## config.mk

```make
export PLATFORM = sky130hd
export DESIGN_NAME = eth_fcs_unit
export DESIGN_NICKNAME = d
export VERILOG_FILES = /design/src/rtl/eth_fcs_pkg.sv /design/src/rtl/fcs_crc_reg.sv /design/src/rtl/fcs_tx_append.sv /design/src/rtl/fcs_rx_check.sv /design/src/rtl/eth_fcs_unit.sv
export SDC_FILE = /design/constraint.sdc
export NUM_CORES = 1
export LEC_CHECK = 0
export BUFFER_PORTS_ARGS = -buffer_cell sky130_fd_sc_hd__clkbuf_2
export CAP_MARGIN = 5
export CORE_MARGIN = 2
export CORE_UTILIZATION = 55
export CTS_BUF_LIST = sky130_fd_sc_hd__clkbuf_4 sky130_fd_sc_hd__clkbuf_8
export CTS_CLUSTER_SIZE = 8
export DETAILED_ROUTE_END_ITERATION = 7
export PLACE_DENSITY = 0.74
export SYNTH_ARGS = -nofsm -noshare
export SYNTH_HDL_FRONTEND = slang
export SYNTH_SLANG_ARGS = --single-unit
```

## constraint.sdc

```tcl
create_clock -name clk -period 3.3 [get_ports clk]
set_input_delay 0.66 -clock clk [delete_from_list [all_inputs] [get_ports clk]]
set_output_delay 0.66 -clock clk [all_outputs]
set_load 0.1 [all_outputs]
```

## src/rtl/eth_fcs_pkg.sv

```systemverilog
package eth_fcs_pkg;

    localparam int BYTE_W    = 8;
    localparam int CRC_W     = 32;
    localparam int FCS_BYTES = CRC_W / BYTE_W;
    localparam int IDX_W     = $clog2(FCS_BYTES);

    // Register is kept in LSB-first (shift-right) form.
    localparam logic [CRC_W-1:0] CRC_PRESET   = '1;
    localparam logic [CRC_W-1:0] POLY_LSBF    = 32'hEDB88320;
    localparam logic [CRC_W-1:0] RESIDUE_LSBF = 32'hDEBB20E3;

    typedef struct packed {
        logic              sof;
        logic              eof;
        logic [BYTE_W-1:0] data;
    } beat_t;

    typedef enum logic [0:0] {
        TX_PASS   = 1'b0,
        TX_APPEND = 1'b1
    } tx_state_e;

    function automatic logic [CRC_W-1:0] crc_step_byte(
        input logic [CRC_W-1:0]  cur,
        input logic [BYTE_W-1:0] din
    );
        logic [CRC_W-1:0] r;
        r = cur ^ {{(CRC_W-BYTE_W){1'b0}}, din};
        for (int b = 0; b < BYTE_W; b++) begin
            r = r[0] ? ((r >> 1) ^ POLY_LSBF) : (r >> 1);
        end
        return r;
    endfunction

endpackage

```

## src/rtl/fcs_crc_reg.sv

```systemverilog
module fcs_crc_reg
    import eth_fcs_pkg::*;
(
    input  logic              clk,
    input  logic              rst,
    input  logic              step,
    input  logic              restart,
    input  logic [BYTE_W-1:0] din,
    output logic [CRC_W-1:0]  crc_q,
    output logic [CRC_W-1:0]  crc_next
);

    logic [CRC_W-1:0] base;

    always_comb begin
        base     = restart ? CRC_PRESET : crc_q;
        crc_next = crc_step_byte(base, din);
    end

    always_ff @(posedge clk) begin
        if (rst) begin
            crc_q <= CRC_PRESET;
        end else if (step) begin
            crc_q <= crc_next;
        end
    end

endmodule

```

## src/rtl/fcs_tx_append.sv

```systemverilog
module fcs_tx_append
    import eth_fcs_pkg::*;
(
    input  logic  clk,
    input  logic  rst,
    input  logic  in_valid,
    input  beat_t in_beat,
    output logic  in_ready,
    output logic  out_valid,
    output beat_t out_beat
);

    localparam logic [IDX_W-1:0] LAST_IDX = IDX_W'(FCS_BYTES - 1);

    tx_state_e        state;
    logic [IDX_W-1:0] idx;
    logic             take;
    logic [CRC_W-1:0] crc_q;
    logic [CRC_W-1:0] crc_next;
    logic [CRC_W-1:0] crc_inv;
    logic [BYTE_W-1:0] fcs_byte;

    assign in_ready = (state == TX_PASS);
    assign take     = in_valid && in_ready;
    assign crc_inv  = ~crc_q;
    assign fcs_byte = crc_inv[{idx, 3'b000} +: BYTE_W];

    fcs_crc_reg u_crc (
        .clk      (clk),
        .rst      (rst),
        .step     (take),
        .restart  (in_beat.sof),
        .din      (in_beat.data),
        .crc_q    (crc_q),
        .crc_next (crc_next)
    );

    always_ff @(posedge clk) begin
        if (rst) begin
            state     <= TX_PASS;
            idx       <= '0;
            out_valid <= 1'b0;
            out_beat  <= '0;
        end else begin
            case (state)
                TX_PASS: begin
                    out_valid    <= take;
                    out_beat.eof <= 1'b0;
                    out_beat.sof <= take && in_beat.sof;
                    if (take) begin
                        out_beat.data <= in_beat.data;
                        if (in_beat.eof) begin
                            state <= TX_APPEND;
                            idx   <= '0;
                        end
                    end
                end
                TX_APPEND: begin
                    out_valid     <= 1'b1;
                    out_beat.sof  <= 1'b0;
                    out_beat.data <= fcs_byte;
                    out_beat.eof  <= (idx == LAST_IDX);
                    idx           <= idx + 1'b1;
                    if (idx == LAST_IDX) begin
                        state <= TX_PASS;
                    end
                end
                default: state <= TX_PASS;
            endcase
        end
    end

endmodule

```

## src/rtl/fcs_rx_check.sv

```systemverilog
module fcs_rx_check
    import eth_fcs_pkg::*;
(
    input  logic  clk,
    input  logic  rst,
    input  logic  in_valid,
    input  beat_t in_beat,
    output logic  out_valid,
    output beat_t out_beat,
    output logic  good,
    output logic  bad
);

    logic [CRC_W-1:0] crc_q;
    logic [CRC_W-1:0] crc_next;
    logic             ends;
    logic             match;

    assign ends  = in_valid && in_beat.eof;
    assign match = (crc_next == RESIDUE_LSBF);

    fcs_crc_reg u_crc (
        .clk      (clk),
        .rst      (rst),
        .step     (in_valid),
        .restart  (in_beat.sof),
        .din      (in_beat.data),
        .crc_q    (crc_q),
        .crc_next (crc_next)
    );

    always_ff @(posedge clk) begin
        if (rst) begin
            out_valid <= 1'b0;
            out_beat  <= '0;
            good      <= 1'b0;
            bad       <= 1'b0;
        end else begin
            out_valid    <= in_valid;
            out_beat.sof <= in_valid && in_beat.sof;
            out_beat.eof <= ends;
            if (in_valid) begin
                out_beat.data <= in_beat.data;
            end
            good <= ends && match;
            bad  <= ends && !match;
        end
    end

endmodule

```

## src/rtl/eth_fcs_unit.sv

```systemverilog
module eth_fcs_unit
    import eth_fcs_pkg::*;
(
    input  logic              clk,
    input  logic              rst,
    input  logic              tx_in_valid,
    input  logic              tx_in_sof,
    input  logic              tx_in_eof,
    input  logic [BYTE_W-1:0] tx_in_data,
    output logic              tx_in_ready,
    output logic              tx_out_valid,
    output logic              tx_out_sof,
    output logic              tx_out_eof,
    output logic [BYTE_W-1:0] tx_out_data,
    input  logic              rx_valid,
    input  logic              rx_sof,
    input  logic              rx_eof,
    input  logic [BYTE_W-1:0] rx_data,
    output logic              rx_out_valid,
    output logic              rx_out_sof,
    output logic              rx_out_eof,
    output logic [BYTE_W-1:0] rx_out_data,
    output logic              rx_good,
    output logic              rx_bad
);

    beat_t tx_in_b;
    beat_t tx_out_b;
    beat_t rx_in_b;
    beat_t rx_out_b;

    assign tx_in_b = '{sof: tx_in_sof, eof: tx_in_eof, data: tx_in_data};
    assign rx_in_b = '{sof: rx_sof, eof: rx_eof, data: rx_data};

    fcs_tx_append u_tx (
        .clk       (clk),
        .rst       (rst),
        .in_valid  (tx_in_valid),
        .in_beat   (tx_in_b),
        .in_ready  (tx_in_ready),
        .out_valid (tx_out_valid),
        .out_beat  (tx_out_b)
    );

    fcs_rx_check u_rx (
        .clk       (clk),
        .rst       (rst),
        .in_valid  (rx_valid),
        .in_beat   (rx_in_b),
        .out_valid (rx_out_valid),
        .out_beat  (rx_out_b),
        .good      (rx_good),
        .bad       (rx_bad)
    );

    assign tx_out_sof  = tx_out_b.sof;
    assign tx_out_eof  = tx_out_b.eof;
    assign tx_out_data = tx_out_b.data;
    assign rx_out_sof  = rx_out_b.sof;
    assign rx_out_eof  = rx_out_b.eof;
    assign rx_out_data = rx_out_b.data;

endmodule

```

=== Word-level counts from Yosys, hierarchy flattened ===
Cells that the tools add are included.

* $add $sub $neg: 1
* Eq/ne operators: 4
* Shifts and indexed selects: 1
* Muxes and demuxes: 28
* Bitwise logic cells: 20
* Reductions and logical operators: 8

{| class="wikitable"
|+ Operators by type and width
! operator !! number
|-
| two-way mux 32 bit || 18
|-
| inverter 13 -> 14 bit || 16
|-
| bitwise XOR 32 x 8 -> 32 bit || 2
|-
| equality test 32 bit, second input constant || 1
|-
| inverter 32 bit || 1
|-
| variable part select 32 x 6 -> 8 bit || 1
|-
| one-hot mux 10 bit (2 select lines) || 1
|-
| two-way mux 8 bit || 1
|-
| logical AND 1 bit || 6
|-
| two-way mux 2 bit || 2
|-
| != test 2 bit, second input constant || 2
|-
| one-hot mux 1 bit (2 select lines) || 2
|-
| one-hot mux 2 bit (2 select lines) || 1
|-
| two-way mux 1 bit || 3
|-
| adder 2 x 1 -> 2 bit, second input constant || 1
|-
| equality test 2 bit, second input constant || 1
|-
| AND reduction 2 bit || 1
|-
| logical NOT 1 bit || 1
|-
| inverter 1 bit || 1
|}

* Register bits after elaboration: 91
* Bits of input ports: 24
* Output and inout bits: 25
* Logic and storage cells: 76

=== Depth between registers and ports, before layout ===
* Word-level depth: 21
* Mapped depth: 11
* Gate-level depth less buffers: 10

=== Modules after synthesis ===
A second synthesis with hierarchy kept.

* Cells, all modules: 660
* Area, all modules: 6067.1 um^2

{| class="wikitable"
|+ By module, submodules not included
! module !! instances !! cells an instance !! area an instance (um^2) !! sequential area each (um^2)
|-
| fcs_crc_reg || 2 || 263 || 2331.0 || 640.6
|-
| fcs_tx_append || 1 || 86 || 908.4 || 280.3
|-
| fcs_rx_check || 1 || 48 || 496.7 || 260.2
|}

=== Worst setup path before layout ===
OpenSTA, ideal clock, no wires.

* Path type: input port to flip-flop
* Start point: in rx_sof
* End point: reg u_rx.good
* Library setup time: 0.060 ns
* Arrival time: 2.651 ns
* Data required time: 3.240 ns
* Setup slack: 0.589 ns
* Stages: 10
* Buffers on the path: 3
* Cell sequence: clkbuf_2 buf_4 buf_4 nor2_1 xor2_1 or4_1 a2111oi_2 nand2_1 a2111oi_4 and3_1

* Word-level cells in the longest chain between the ends: 18
* Elaborated cells on any way between the ends: 20
* Those cells by class: eq/ne (1); mux (9); bitwise (9); reduce/logical (1)

{| class="wikitable"
|+ Ends and longest elaborated chain
! element !! RTL line !! source
|-
| from (decl) || eth_fcs_unit.sv:16 || <nowiki>input logic rx_sof,</nowiki>
|-
| two-way mux 32 bit (*) || fcs_crc_reg.sv:16 || <nowiki>base = restart ? CRC_PRESET : crc_q;</nowiki>
|-
| bitwise XOR 32 x 8 -> 32 bit (*) || eth_fcs_pkg.sv:29 || <nowiki>r = cur ^ {{(CRC_W-BYTE_W){1'b0}}, din};</nowiki>
|-
| inverter 13 -> 14 bit (no line) || -- ||
|-
| two-way mux 32 bit (*) (2 in a row) || eth_fcs_pkg.sv:31 || <nowiki>r = r[0] ? ((r >> 1) ^ POLY_LSBF) : (r >> 1);</nowiki>
|-
| inverter 13 -> 14 bit (no line) or two-way mux 32 bit (tied branches) || -- ||
|-
| two-way mux 32 bit (*) || eth_fcs_pkg.sv:31 ||
|-
| inverter 13 -> 14 bit (no line) || -- ||
|-
| two-way mux 32 bit (*) (2 in a row) || eth_fcs_pkg.sv:31 ||
|-
| inverter 13 -> 14 bit (no line) or two-way mux 32 bit (tied branches) || -- ||
|-
| two-way mux 32 bit (*) || eth_fcs_pkg.sv:31 ||
|-
| inverter 13 -> 14 bit (no line) || -- ||
|-
| two-way mux 32 bit (*) || eth_fcs_pkg.sv:31 ||
|-
| inverter 13 -> 14 bit (no line) || -- ||
|-
| two-way mux 32 bit (*) || eth_fcs_pkg.sv:31 ||
|-
| equality test 32 bit (*) || fcs_rx_check.sv:20 || <nowiki>assign match = (crc_next == RESIDUE_LSBF);</nowiki>
|-
| logical AND 1 bit (*) || fcs_rx_check.sv:45 || <nowiki>good <= ends && match;</nowiki>
|-
| to (signal assigned) || fcs_rx_check.sv:45 ||
|-
| to (decl) || fcs_rx_check.sv:10 || <nowiki>output logic good,</nowiki>
|}

Mark *: on every way between the ends. The rest lies on a longest branch, timed or not.
A chain may end at the register's enable or synchronous reset.

=== Final worst setup path ===
Same ends and word-level chain as after synthesis.

==> impl_metrics.csv <==
group,metric,value,unit
worst_setup_path,cp.required,3.62,ns
die,die_h,109,um
worst_setup_path,endpoint_kind,"register",
finish,area_growth,8.53,%
sta,tightest_slew,1.11,ns
grt,grt_pass1_vias,4349,
clock_tree,path_clk_slew,0.08,ns
worst_setup_path,crit_chain,"clkbuf_2 > nor2_4 > xor2_4 > ha_1 > inv_1 > a2111oi_2 > nand2_1 > a2111oi_4 > and3_1",
die,die_area,11800,um^2
pwr,ir_worst_vdd,0.000409,V
die,rows,38,
worst_setup_path,slowest_stage,"a2111oi_2",
clock_tree,cts_buffers,9,
detailed_routing,wl,14400,um
synth,synthFlopType,"dfxtp_1",
sta,timing.final.max_slew_violations,0,
sta,fmax,0.357,GHz
finish,final_common_cell,"xnor2_1",
die,core,10700,um^2
sta,max_slew_margin,25.9,%
worst_setup_path,slowest_delay,0.38,ns
worst_setup_path,path_delay_family,"compound AO/OA/AOI/OAI gates",
pwr,p_leak,2.58,nW
synth,synth_edf_count,0,
clock_tree,clock_sinks,91,
finish,drive_gt1_share,15.8,%
die,ios,49,
synth,yosys-top-cells-area,"dfxtp_1 (30%), xnor2_1 (20%), xor2_1 (6.3%), nor2_1 (5.4%), nand2_1 (5.2%)",
clock_tree,cts_root_buffer,"clkbuf_8",
placement,gp_congestion,0.891,
status,status,"finished clean",
grt,grt_pass1_wl,23100,um
grt,grt_overflow,0,
die,die_x,109,um
detailed_routing,via_per_inst,5.50,
min_path,hold_path_class,"register to register",
grt,antenna_found_initial,0,
synth,synthCells,681,
clock_tree,cts_tree,"yes",
placement,dpl.hpwl,10500,um
finish,stdcell_area,6530,um^2
synth,ys_seq_area_share,30.3,%
detailed_routing,avgRoutedWirePerCell,17.0,um
synth,ys_ff_latch,91,
grt,grt.total_usage,25.7,%
pwr,powerDensity,686,nW/um^2
clock_tree,htree_levels,3,
synth,ys_warn_count,0,
detailed_routing,drc,0,
sta,rsz0062_at_grt,"false",
finish,fillers,991,
synth,synth_top_area_share,30.3,%
worst_setup_path,setup.worst_path.start_class,"input port",
detailed_routing,first_pass_iters,5,
synth,async_flop_share,0,%
synth,syn_nets,707,
finish,antenna_cells,0,
sta,final-hold-violation-count,0,
worst_setup_path,crit_type,"input port to register",
synth,synth_cell_types,53,
grt,grt_max_degree,66,
detailed_routing,postRouteAntennaNets,0,
worst_setup_path,arrival,3.12,ns
sta,setup_tns,0,ns
finish,fin_nets,728,
finish,final_cell_mix,"xnor2_1 (139), dfxtp_1 (91), nor2_1 (87)",
synth,netlist_area,6010,um^2
flow_run,cap_viol_max_count,0,
worst_setup_path,critPathMaxFanout,25,
clock_tree,post_cts_resized,0,
synth,synth_area_leader_cell,"dfxtp_1",
clock_tree,clkLatencyLatePin,0.38,ns
placement,postPlaceCellArea,6320,um^2
sta,period_minus_slack,2.80,ns
die,start_util,56.0,%
sta,setup_viol,0,
synth,postSynthAreaPerCell,8.83,um^2
clock_tree,hold_buffers,0,
worst_setup_path,cp_num_buf_inv,2,
sta,skew,0.0152,ns
sta,post-route-period-util,84.9,%
detailed_routing,drt_iter0_markers,350,
clock_tree,postCtsSetupRepairBufs,0,
clock_tree,cts.path.max_buffers,2,
detailed_routing,vias,4661,
placement,io_buffers,48,
==> layout make-up <==
type | instances | area (um^2) | area share, %
Multi-Input combinational cell | 528 | 3930 | 60.2
Tap cell | 140 | 175 | 2.68
Timing Repair Buffer | 66 | 375 | 5.75
Inverter | 6 | 22.5 | 0.345
Clock inverter | 5 | 60.1 | 0.920
Sequential cell | 91 | 1820 | 27.9
Clock buffer | 11 | 145 | 2.22
==> cells in the mapped netlist, drive strengths merged (4+ instances only) <==
cell type,number
xnor2,150
dfxtp,91
nor2,88
nand2,84
xor2,44
o211ai,33
clkbuf,31
buf,25
mux2i,20
o21ai,17
a211oi,16
nor2b,11
a21oi,9
mux4,8
nor3,6
inv,5
nand3,4
xnor3,4
==> tightest hold or removal path, delay by kind of cell (launching register included) <==
family / cells / cell delay (ns)
AND/OR/NAND/NOR: 2 / 0.13
flip-flops: 1 / 0.32
==> cells by family (layout without fill, tap and decap cells) <==
logic type	count (synthesis)	count (layout)	synth area share (%)
AOI/OAI and AO/OA	82	82	9.86
buffers and inverters	62	88	4.45
muxes	30	30	6.70
xor gates and xnor gates	200	200	32.8
DFF	91	91	30.3
and+or+nand+nor	214	214	15.5
adders and majority gates	2	2	0.416
==> routing by layer <==
layer	track usage [%]	vias up	part of all wire, %
met5	0	-	0
met4	7.78	0	1.3
met3	5.49	17	6.7
met2	38.2	148	45
met1	37.4	2224	47
li1	-	2272	-
==> report_power, final <==
part	total, W	internal, W	switching, W
Sequential	0.00147	0.00128	0.000190
Combinational	0.00221	0.00100	0.00121
Clock	0.000805	0.000382	0.000422
==> sequential cells by signal, indices dropped and copies added (netlist names) <==
name / cells
u_rx.good: 1
u_tx.out_valid: 1
u_tx.u_crc.crc_q: 32
u_tx.state: 1
u_tx.out_beat: 10
u_rx.out_beat: 10
u_rx.bad: 1
u_tx.idx: 2
u_rx.u_crc.crc_q: 32
u_rx.out_valid: 1
==> final timing paths <==
check	from	end	slack, ns	cells past startpoint
max	rx_sof	u_rx.good$_SDFF_PP0_	0.50	9
min	u_rx.u_crc.crc_q[10]$_SDFFE_PP1P_	u_rx.u_crc.crc_q[10]$_SDFFE_PP1P_	0.50	2
max reg2reg	u_rx.u_crc.crc_q[7]$_SDFFE_PP1P_	u_rx.good$_SDFF_PP0_	0.55	9
min reg2reg	u_rx.u_crc.crc_q[10]$_SDFFE_PP1P_	u_rx.u_crc.crc_q[10]$_SDFFE_PP1P_	0.50	2
==> through the flow <==
stage | power [W] | hold WS, ns | worst slack (ns) | util [%] | std cells
2_1_floorplan | 0.00324 | 0.445 | 0.589 | - | 681
3_3_place_gp | 0.00362 | 0.463 | 0.279 | 58.8 | 831
3_5_place_dp | 0.00367 | 0.476 | 0.202 | 58.8 | 831
4_1_cts | 0.00449 | 0.502 | 0.562 | 60.7 | 847
5_1_grt | 0.00475 | 0.515 | 0.381 | 60.7 | 847
6_report | 0.00448 | 0.500 | 0.500 | 60.7 | 847
Note: power is estimated with default switching activity, not from simulation.
